$ cat src/rtl/tbp_pkg.sv
package tbp_pkg;
  typedef enum logic [2:0] {
    ST_IDLE,
    ST_RD_A,
    ST_RD_B,
    ST_CHK_A,
    ST_CHK_B,
    ST_ABORT
  } tbp_state_e;
endpackage

$ cat src/rtl/tbp_toggle_judge.sv
module tbp_toggle_judge #(
  parameter int DATA_W     = 8,
  parameter int TOGGLE_BIT = 6,
  parameter int LIMIT_BIT  = 5
) (
  input  logic              clk_i,
  input  logic              rst_ni,
  input  logic              capture_i,
  input  logic [DATA_W-1:0] rdata_i,
  output logic              toggled_o,
  output logic              limit_o
);
  logic ref_q;

  always_ff @(posedge clk_i or negedge rst_ni) begin
    if (!rst_ni)        ref_q <= 1'b0;
    else if (capture_i) ref_q <= rdata_i[TOGGLE_BIT];
  end

  assign toggled_o = rdata_i[TOGGLE_BIT] ^ ref_q;
  assign limit_o   = rdata_i[LIMIT_BIT];
endmodule

$ cat src/rtl/tbp_poll_budget.sv
module tbp_poll_budget #(
  parameter int MAX_POLLS = 1024
) (
  input  logic clk_i,
  input  logic rst_ni,
  input  logic clear_i,
  input  logic bump_i,
  output logic last_o
);
  localparam int CNT_W = $clog2(MAX_POLLS + 1);

  logic [CNT_W-1:0] cnt_q;

  always_ff @(posedge clk_i or negedge rst_ni) begin
    if (!rst_ni)      cnt_q <= '0;
    else if (clear_i) cnt_q <= '0;
    else if (bump_i)  cnt_q <= cnt_q + 1'b1;
  end

  // the pair now being judged is the final one allowed
  assign last_o = (cnt_q == CNT_W'(MAX_POLLS - 1));

  AST_NO_OVERFLOW: assert property (@(posedge clk_i) disable iff (!rst_ni)
    cnt_q < CNT_W'(MAX_POLLS));
endmodule

$ cat src/rtl/tbp_result_reg.sv
module tbp_result_reg (
  input  logic clk_i,
  input  logic rst_ni,
  input  logic fin_i,
  input  logic fin_pass_i,
  input  logic fin_wdog_i,
  output logic done_o,
  output logic pass_o,
  output logic wdog_o
);
  always_ff @(posedge clk_i or negedge rst_ni) begin
    if (!rst_ni) begin
      done_o <= 1'b0;
      pass_o <= 1'b0;
      wdog_o <= 1'b0;
    end else begin
      done_o <= fin_i;
      if (fin_i) begin
        pass_o <= fin_pass_i;
        wdog_o <= fin_wdog_i;
      end
    end
  end

  AST_DONE_PULSE: assert property (@(posedge clk_i) disable iff (!rst_ni)
    done_o |=> !done_o);
  AST_WDOG_NOT_PASS: assert property (@(posedge clk_i) disable iff (!rst_ni)
    (done_o && wdog_o) |-> !pass_o);
endmodule

$ cat src/rtl/tbp_poll_ctrl.sv
module tbp_poll_ctrl
  import tbp_pkg::*;
#(
  parameter int          ADDR_W     = 16,
  parameter int          DATA_W     = 8,
  parameter int          MAX_POLLS  = 1024,
  parameter int          TOGGLE_BIT = 6,
  parameter int          LIMIT_BIT  = 5,
  parameter logic [7:0]  RESET_CMD  = 8'hF0
) (
  input  logic              clk_i,
  input  logic              rst_ni,
  input  logic              start_i,
  input  logic [ADDR_W-1:0] addr_i,
  output logic              busy_o,
  output logic              done_o,
  output logic              pass_o,
  output logic              wdog_o,
  output logic              mem_req_o,
  output logic              mem_we_o,
  output logic [ADDR_W-1:0] mem_addr_o,
  output logic [DATA_W-1:0] mem_wdata_o,
  input  logic              mem_ack_i,
  input  logic [DATA_W-1:0] mem_rdata_i
);
  tbp_state_e        state_q, state_d;
  logic [ADDR_W-1:0] addr_q;
  logic              abort_wdog_q, abort_wdog_d;
  logic              capture, clear, bump;
  logic              fin, fin_pass, fin_wdog;
  logic              toggled, limit, last;

  tbp_toggle_judge #(
    .DATA_W    (DATA_W),
    .TOGGLE_BIT(TOGGLE_BIT),
    .LIMIT_BIT (LIMIT_BIT)
  ) u_judge (
    .clk_i    (clk_i),
    .rst_ni   (rst_ni),
    .capture_i(capture),
    .rdata_i  (mem_rdata_i),
    .toggled_o(toggled),
    .limit_o  (limit)
  );

  tbp_poll_budget #(
    .MAX_POLLS(MAX_POLLS)
  ) u_budget (
    .clk_i  (clk_i),
    .rst_ni (rst_ni),
    .clear_i(clear),
    .bump_i (bump),
    .last_o (last)
  );

  tbp_result_reg u_result (
    .clk_i     (clk_i),
    .rst_ni    (rst_ni),
    .fin_i     (fin),
    .fin_pass_i(fin_pass),
    .fin_wdog_i(fin_wdog),
    .done_o    (done_o),
    .pass_o    (pass_o),
    .wdog_o    (wdog_o)
  );

  always_comb begin
    state_d      = state_q;
    abort_wdog_d = abort_wdog_q;
    capture      = 1'b0;
    clear        = 1'b0;
    bump         = 1'b0;
    fin          = 1'b0;
    fin_pass     = 1'b0;
    fin_wdog     = 1'b0;
    unique case (state_q)
      ST_IDLE: begin
        if (start_i) begin
          clear   = 1'b1;
          state_d = ST_RD_A;
        end
      end
      ST_RD_A: begin
        if (mem_ack_i) begin
          capture = 1'b1;
          state_d = ST_RD_B;
        end
      end
      ST_RD_B: begin
        if (mem_ack_i) begin
          if (!toggled) begin
            fin      = 1'b1;
            fin_pass = 1'b1;
            state_d  = ST_IDLE;
          end else if (limit) begin
            state_d = ST_CHK_A;
          end else if (last) begin
            abort_wdog_d = 1'b1;
            state_d      = ST_ABORT;
          end else begin
            bump    = 1'b1;
            state_d = ST_RD_A;
          end
        end
      end
      ST_CHK_A: begin
        if (mem_ack_i) begin
          capture = 1'b1;
          state_d = ST_CHK_B;
        end
      end
      ST_CHK_B: begin
        if (mem_ack_i) begin
          if (!toggled) begin
            fin      = 1'b1;
            fin_pass = 1'b1;
            state_d  = ST_IDLE;
          end else begin
            abort_wdog_d = 1'b0;
            state_d      = ST_ABORT;
          end
        end
      end
      ST_ABORT: begin
        if (mem_ack_i) begin
          fin      = 1'b1;
          fin_wdog = abort_wdog_q;
          state_d  = ST_IDLE;
        end
      end
      default: state_d = ST_IDLE;
    endcase
  end

  always_ff @(posedge clk_i or negedge rst_ni) begin
    if (!rst_ni) begin
      state_q      <= ST_IDLE;
      addr_q       <= '0;
      abort_wdog_q <= 1'b0;
    end else begin
      state_q      <= state_d;
      abort_wdog_q <= abort_wdog_d;
      if (state_q == ST_IDLE && start_i) addr_q <= addr_i;
    end
  end

  assign busy_o      = (state_q != ST_IDLE);
  assign mem_req_o   = busy_o;
  assign mem_we_o    = (state_q == ST_ABORT);
  assign mem_addr_o  = addr_q;
  assign mem_wdata_o = mem_we_o ? DATA_W'(RESET_CMD) : '0;

  AST_REQ_HOLD: assert property (@(posedge clk_i) disable iff (!rst_ni)
    (mem_req_o && !mem_ack_i) |=> mem_req_o);
  AST_ADDR_HOLD: assert property (@(posedge clk_i) disable iff (!rst_ni)
    (mem_req_o && !mem_ack_i) |=> $stable(mem_addr_o));
  AST_WE_HOLD: assert property (@(posedge clk_i) disable iff (!rst_ni)
    (mem_req_o && !mem_ack_i) |=> $stable(mem_we_o));
  AST_DONE_IDLE: assert property (@(posedge clk_i) disable iff (!rst_ni)
    done_o |-> !busy_o);
  AST_BUSY_ADDR: assert property (@(posedge clk_i) disable iff (!rst_ni)
    (busy_o && $past(busy_o)) |-> $stable(mem_addr_o));
endmodule

$ cat config.mk
export PLATFORM = sky130hd
export DESIGN_NAME = tbp_poll_ctrl
export DESIGN_NICKNAME = d
export VERILOG_FILES = /design/src/rtl/tbp_pkg.sv /design/src/rtl/tbp_toggle_judge.sv /design/src/rtl/tbp_poll_budget.sv /design/src/rtl/tbp_result_reg.sv /design/src/rtl/tbp_poll_ctrl.sv
export SDC_FILE = /design/constraint.sdc
export NUM_CORES = 1
export LEC_CHECK = 0
export BUFFER_PORTS_ARGS = -buffer_cell sky130_fd_sc_hd__buf_2
export CAP_MARGIN = 10
export CORE_AREA = 2 2 64 81
export CTS_CLUSTER_DIAMETER = 200
export DETAILED_ROUTE_END_ITERATION = 8
export DIE_AREA = 0 0 66 83
export PLACE_DENSITY = 0.75
export SYNTH_ARGS = -nofsm -noshare
export SYNTH_HDL_FRONTEND = slang
export SYNTH_SLANG_ARGS = --single-unit
$ cat constraint.sdc
create_clock -name clk_i -period 4.8 [get_ports clk_i]
set_clock_uncertainty 0.15 [all_clocks]
set_input_delay 0.96 -clock clk_i [delete_from_list [all_inputs] [get_ports clk_i]]
set_output_delay 0.96 -clock clk_i [all_outputs]
set_load 0.02 [all_outputs]
== Word-level counts from Yosys, hierarchy flattened ==
Index checks and enable logic that the tools add are counted.
Operators by class
  multiplexer cells: 36
  $add $sub $neg: 1
  bitwise gates (word level): 1
  equality and inequality tests: 16
  reduce and logical (&&, ||, !) cells: 9
Operators with widths (number)
  $mux 3: 10
  $mux 11: 2
  $mux 1: 20
  $ne 2x2->1 const B: 9
  $pmux 3 s6: 1
  $add 11x1->11 const B: 1
  $eq 11x10->1 const B: 1
  $mux 8: 1
  $reduce_and 7->1: 1
  $eq 3x2->1 const B: 2
  $eq 3x3->1 const B: 2
  $reduce_and 6->1: 1
  $pmux 1 s2: 2
  $reduce_bool 2->1: 2
  $reduce_or 2->1: 2
  $eq 3x1->1 const B: 1
  $logic_not 3->1: 1
  $reduce_bool 3->1: 1
  $ne 2x1->1 const B: 1
  $logic_and 1x1->1: 1
  $xor 1x1->1: 1
Word-level totals
  output and inout port bits: 30
  register bits after elaboration: 35
  word-level logic and storage cells: 71
  bits of input ports: 28

== Logic depth before layout (Yosys ltp) ==
Gate-level depths: netlist (run 1).
  depth after elaboration: 8
  gate-level depth with buffers: 6
  mapped depth without buffers: 4

== Cells and area by module ==
Synthesis (run 1) repeated with hierarchy kept, for this count alone.
Unflattened totals
  cell total of the unflattened synthesis: 150
  area, all modules: 1759.2 um2
Modules (own cells, without submodules)
  tbp_poll_ctrl: sequential area each 500.5 um2, area an instance 1049.8 um2, cells each 85, instances 1
  tbp_poll_budget: sequential area each 275.3 um2, area an instance 555.5 um2, cells each 56, instances 1
  tbp_result_reg: sequential area each 75.1 um2, area an instance 97.6 um2, cells each 5, instances 1
  tbp_toggle_judge: sequential area each 25.0 um2, area an instance 56.3 um2, cells each 4, instances 1

== Worst setup path after synthesis (run 1) ==
Ideal clock, no wire load.
  path type: register to output
  start point: register state_q[0]
  end point: output mem_wdata_o[4]
  slack: 2286 ps
  arrival: 1404 ps
  cell stages (with the launch flop): 5
  buffers on the path: 2
  required time: 3690 ps
  cells stage by stage: dfrtp_1 clkbuf_1 nor2b_1 and2_1 buf_4
Between the ends
  longest elaborated chain between the ends: 2
Ends and longest elaborated chain
  from (decl): RTL line tbp_poll_ctrl.sv:26  | tbp_state_e state_q, state_d;
  from (signal assigned): RTL line tbp_poll_ctrl.sv:141  | state_q <= state_d;
  $eq 3x3->1: RTL line tbp_poll_ctrl.sv:149  | assign mem_we_o = (state_q == ST_ABORT);
  via mem_we_o: RTL line tbp_poll_ctrl.sv:20  | output logic mem_we_o,
  $mux 8: RTL line tbp_poll_ctrl.sv:151  | assign mem_wdata_o = mem_we_o ? DATA_W'(RESET_CMD) : '0;
  to (decl): RTL line tbp_poll_ctrl.sv:22  | output logic [DATA_W-1:0] mem_wdata_o,
The timed path passes the listed nets, and every way through them passes these cells.

== Worst setup path in the final report (run 1) ==
  start point: register state_q[0]
  end point: output mem_wdata_o[6]
Between the ends
  longest elaborated chain between the ends: 2
Ends and longest elaborated chain (RTL line)
  $eq 3x3->1: tbp_poll_ctrl.sv:149
  $mux 8: tbp_poll_ctrl.sv:151
Every way passes these cells.

==> impl_results.md, run 1 <==
- DIE HEIGHT: roughly 83 µm
- CTS Root Cell: clkbuf_8
- Synth top cells by count: dfrtp_1, mux2_2, a21oi_1
- Worst-Skew Late Latency: about 300 ps
- Mapped Cells: approximately 160
- Register area share after synthesis: 0.481
- Slowest-stage cell, CP: dfrtp_1
- Crit Path Category: reg2out
- Routability cong.: between 0.7 and 0.8
- CP arrival: 1520 ps
- CP Max Fanout: 12
- I/O pin count: 58
- Core Area: roughly 4700 µm²
- Hold/Removal Path Class: reg2reg
- Residual DRC: 0
- Ys Warns: 0
- Clk buf depth: 2
- Critical-path cell list: nor2b_1 > and2_1 > buf_2
- Reg2Reg Setup Slack: around 2800 ps
- Synth cell types: 43
- Critical Path Start Type: flop
- Detail-routed via count per cell: between 5 and 6
- 1st-pass router iterations: 5
- Yosys reg bits: 35
- Largest net degree at the start of global routing: 36
- Cell accounting for the most synthesized area: dfrtp_1
- Crit Reg-Reg Endpoint: u_budget.cnt_q[0]$_DFFE_PN0P_
- Std cell rows: 28
- Share of cells above drive strength 1: 0.403
- Routed len/inst: around 13 µm
- Worst hold endpoint: mem_addr_o[15]$_DFFE_PN0P_
- # Post-CTS Setup Buffers: 0
- Total power: 1.22 mW
- Max-cap violation count: 0
- Area Growth Syn to Fin: 16.2%
- Routed Antenna Nets: 0
- Total grt overflow: 0
- Number of CTS-inserted buffers: 5
- Post-cts resize count: 0
- Nature of the critical path endpoint: output pin
- Util after Layout: 0.450
- Hold_sp: mem_addr_o[15]$_DFFE_PN0P_
- Critical path buffer and inverter count: 1
- First-pass GRT wire length: 6.09 mm
- VDD IR max: between 0.0004 and 0.0005 V
- Die X: about 66 µm
- Final period util: 0.548
- Detailed router's first-iteration violation count: 51
- Power Dens Cells: 577 nW/µm²
- Mean Syn Cell Area: 11.1 µm²
- Beginning of the worst register-to-register path: u_budget.cnt_q[2]$_DFFE_PN0P_
- CTS tree: done
- RSZ-0062 raised after global routing: no
- Async SR Flop Fraction: 1.00
- P_leak: 0.944 nW
- CTS sink cnt: 35
- Post-Syn Area: about 1800 µm²
- Synth top area share: 0.481
- Antenna diodes: 0
- Delay-heaviest family, CP: flip-flops
- Top FF cell, synth: dfrtp_1
- Max Slew Vio Count: 0
- Routed wire length: 3.43 mm
- Slew margin rel.: 0.498
- Die footprint: 5480 µm²
- Critical path's largest stage delay: slightly above 600 ps
- Worst-path clk slew: around 80 ps
- Crit path required time: ~3700 ps
- Hold Fails Final Rpt: 0
- Hold path cells: 1
- Status: completed
- H-tree levels: 2
- Initial antenna violation count: 0
- EDFF count, synth: 0
- Max Clk Rate: about 380 MHz
- Port bufs: 47
- Vias in the first global route: 1,368
- Tot GR Track Use: 0.141
- Setup_tns: 0 ps
- DP Wirelength: 2.40 mm
- Top-count cell post-synth: dfrtp_1
- Worst-margin pin slew: ~750 ps
- CTS Hold Buffers Added: 0
- # setup viols final: 0
- Starting Density: 0.388
- Min cycle time layout: around 2600 ps
- DR vias: 1,385
- R2R depth: 4
- Synth top area cells: dfrtp_1, mux2_2, a21oi_1, buf_4, o31ai_1
- Final nets: around 230
[worst register-to-register path, delay by kind of cell (launching register included)]
kind | cells | cell delay [ps]
DFF | 1 | 440
AOI/OAI and AO/OA | 2 | 470
and+or+nand+nor | 2 | 910
[sequential cells by signal, summed over array words and instances (netlist names)]
register,flops
u_result.done_o,1
u_result.wdog_o,1
state_q,3
u_judge.ref_q,1
u_budget.cnt_q,11
abort_wdog_q,1
mem_addr_o,16
u_result.pass_o,1
[power breakdown]
| part | internal [mW] | switching, mW |
|---|---|---|
| logic | 0.222 | 0.296 |
| registers | 0.392 | 0.0880 |
| clock network | 0.104 | 0.118 |
[metal layers]
layer | track usage | vias to the layer above | wire length (µm)
met2 | 0.228 | 45 | 1790
met4 | 0.0519 | 0 | 70
met3 | 0.0434 | 7 | 171
li1 | - | 664 | -
met5 | 0 | - | 0
met1 | 0.174 | 669 | 1390
[layout make-up]
type                            count  area [µm²]
Fill cell                         472        2580
Sequential cell                    35         876
Timing Repair Buffer               48         243
Clock buffer                        5        68.8
Tap cell                           60        75.1
Multi-Input combinational cell    108         802
Inverter                            7        26.3
Clock inverter                      3        23.8
[layout by cell type, fill, tap and decap left out, types with 3 or more instances in the layout]
master,Yosys,routed
conb_1,1,4
buf_2,2,47
dfrtp_1,35,35
or3_1,3,3
nand2_1,8,8
or4_1,6,6
o31ai_1,7,7
clkbuf_8,0,5
nor3_1,3,3
nor2_1,5,5
a21oi_1,15,15
nand3_1,3,3
o21ai_0,5,5
mux2_2,18,18
inv_1,7,7
[how the worst max path moves through the flow]
stage	from	end	slack (ps)	cells after the start
global placement	mem_ack_i	u_budget.cnt_q[4]$_DFFE_PN0P_	2260	5
detailed placement	mem_ack_i	u_budget.cnt_q[4]$_DFFE_PN0P_	2230	5
CTS	state_q[0]$_DFFE_PN0P_	mem_wdata_o[6]	2150	3
finish	state_q[0]$_DFFE_PN0P_	mem_wdata_o[6]	2170	3
global route	state_q[0]$_DFFE_PN0P_	mem_wdata_o[6]	2080	3
floorplan	state_q[0]$_DFFE_PN0P_	mem_wdata_o[4]	2290	4
[cells by family (layout without fill, tap and decap cells)]
family / after synthesis / in the layout / share of synthesized area
simple gates: 46 / 46 / 0.173
compound gates: 36 / 36 / 0.122
flops: 35 / 35 / 0.481
buf+inv: 24 / 63 / 0.0839
mux: 19 / 19 / 0.117
xor+xnor: 2 / 2 / 0.0138
fa+ha+maj: 1 / 1 / 0.00688
other cells: 1 / 4 / 0.00206
[stage by stage]
step	setup WS [ps]	hold WS, ps	instances	instance area, µm²
global route	2080	376	266	2110
global placement	2260	336	258	2020
finish	2170	357	266	2110
CTS	2150	359	266	2110
detailed placement	2230	340	258	2020
floorplan	2290	348	167	1830
Note: power is estimated with default switching activity, not from simulation.
==> inputs of run 2 (changes only) <==
==> constraint.sdc (replaced) <==
create_clock -name clk_i -period 2.7 [get_ports clk_i]
set_clock_uncertainty 0.15 [all_clocks]
set_input_delay 0.54 -clock clk_i [delete_from_list [all_inputs] [get_ports clk_i]]
set_output_delay 0.54 -clock clk_i [all_outputs]
set_load 0.02 [all_outputs]
==> impl_results.md, run 2 (synthesized netlist as in run 1, its figures left out) <==
- H-tree levels: 2
- Clk buf depth: 2
- DIE HEIGHT: 83 µm
- Commonest non-fill, non-tap cell in the layout: buf_2
- Critical-path cell list: nor2b_1 > and2_1 > buf_2
- Residual DRC: 0
- Final nets: about 230
- Crit path from: state_q[0]$_DFFE_PN0P_
- Vias in the first global route: approximately 1,300
- Total grt overflow: 0
- Delay-heaviest family, CP: flip-flops
- Number of CTS-inserted buffers: 5
- CTS Hold Buffers Added: 0
- Multi-input gate area: 802 µm²
- Routability cong.: roughly 0.75
- Core Area: approximately 4700 µm²
- # fillers: 465
- I/O pin count: 58
- Setup ws final: 473 ps
- Worst-Skew Late Latency: between 200 and 300 ps
- # Post-CTS Setup Buffers: 0
- Hold/Removal Path Class: in2async
- Detailed router's first-iteration violation count: 33
- Die X: 66 µm
- CP arrival: 1540 ps
- Worst-path clk slew: around 60 ps
- Area Growth Syn to Fin: 17.6%
- Post-cts resize count: 0
- Worst-margin pin slew: 747 ps
- Status: completed
- Fin cells: ~270
- CTS Root Cell: clkbuf_8
- Tot GR Track Use: 0.133
- DP Wirelength: between 2 and 2.5 mm
- Max Clk Rate: 449 MHz
- Critical path depth: 3
- Final instance area: ~2100 µm²
- Routed wire length: about 3.4 mm
- Detail-routed via count per cell: just over 5
- Final period util: 0.825
- Slew margin rel.: 0.500
- Std cell rows: 28
- First-pass GRT wire length: between 5 and 6 mm
- Placement Setup Slack: about 550 ps
- CP Max Fanout: 12
- Port bufs: 47
- Routed len/inst: between 10 and 15 µm
- Critical path buffer and inverter count: 1
- VDD IR max: between 0.0006 and 0.0007 V
- Min cycle time layout: approximately 2200 ps
- Share of cells above drive strength 1: 0.403
- Power Dens Cells: roughly 1100 nW/µm²
- Max reg flops: 16
- Die footprint: 5480 µm²
- 1st-pass router iterations: 4
- Setup_tns: 0 ps
- FF/Latch Area: 876 µm²
- Crit Path Category: reg2out
- Slowest-stage cell, CP: dfrtp_1
- Starting Density: 0.388
- Placed cells: 258
- CTS tree: done
- Crit path required time: approximately 2000 ps
- DP Area: 2020 µm²
- DR vias: roughly 1,400
- Nature of the critical path endpoint: output pin
- Max Slew Vio Count: 0
- Beginning of the worst register-to-register path: state_q[0]$_DFFE_PN0P_
- Critical path's largest stage delay: between 600 and 700 ps
- Critical Path Start Type: flop
- # setup viols final: 0
- Max-cap violation count: 0
- Most frequent cells in the layout: buf_2, dfrtp_1, mux2_2
- Antenna diodes: 0
- Hold_ws: approximately 170 ps
- Routed Antenna Nets: 0
- Largest net degree at the start of global routing: 36
- CTS sink cnt: 35
- R2R depth: 4
- RSZ-0062 raised after global routing: no
- Hold Fails Final Rpt: 0
- Initial antenna violation count: 0
- P_leak: slightly below 1 nW
==> run 2: final cells by class <==
class,instances,area share
flip-flops and latches,35,0.409
multi-input cells,108,0.375
repair buffers,48,0.113
clock buffers,6,0.0386
well taps,60,0.0351
clock inverters,2,0.0164
inverters,7,0.0123
==> run 2: report_power, final <==
part	internal [mW]	total, mW	switching, mW
logic	0.394	0.917	0.523
clock network	0.298	0.475	0.177
registers	0.697	0.859	0.161
==> run 2: metrics by stage <==
stage / power, mW / util
after floorplan: 1.56 / -
after global placement: 1.77 / 0.431
after detailed placement: 1.79 / 0.431
after CTS: 2.28 / 0.456
after global routing: 2.39 / 0.456
final: 2.25 / 0.456
==> run 2: path summary, 6_finish.rpt <==
check / endpoint / slack, ps
min in group clk_i: mem_addr_o[6]$_DFFE_PN0P_ / 330
max reg2reg: u_budget.cnt_q[9]$_DFFE_PN0P_ / 700
min: u_result.done_o$_DFF_PN0_ / 170
min reg2reg: mem_addr_o[13]$_DFFE_PN0P_ / 350
max in group asynchronous: u_budget.cnt_q[3]$_DFFE_PN0P_ / 1760
max: mem_wdata_o[7] / 470
==> run 2: per-layer routing <==
metal	vias up	wire length, µm	global-route usage
met4	0	59	0.0501
met2	39	1780	0.219
li1	669	-	-
met3	7	141	0.0325
met1	642	1410	0.167
met5	-	0	0
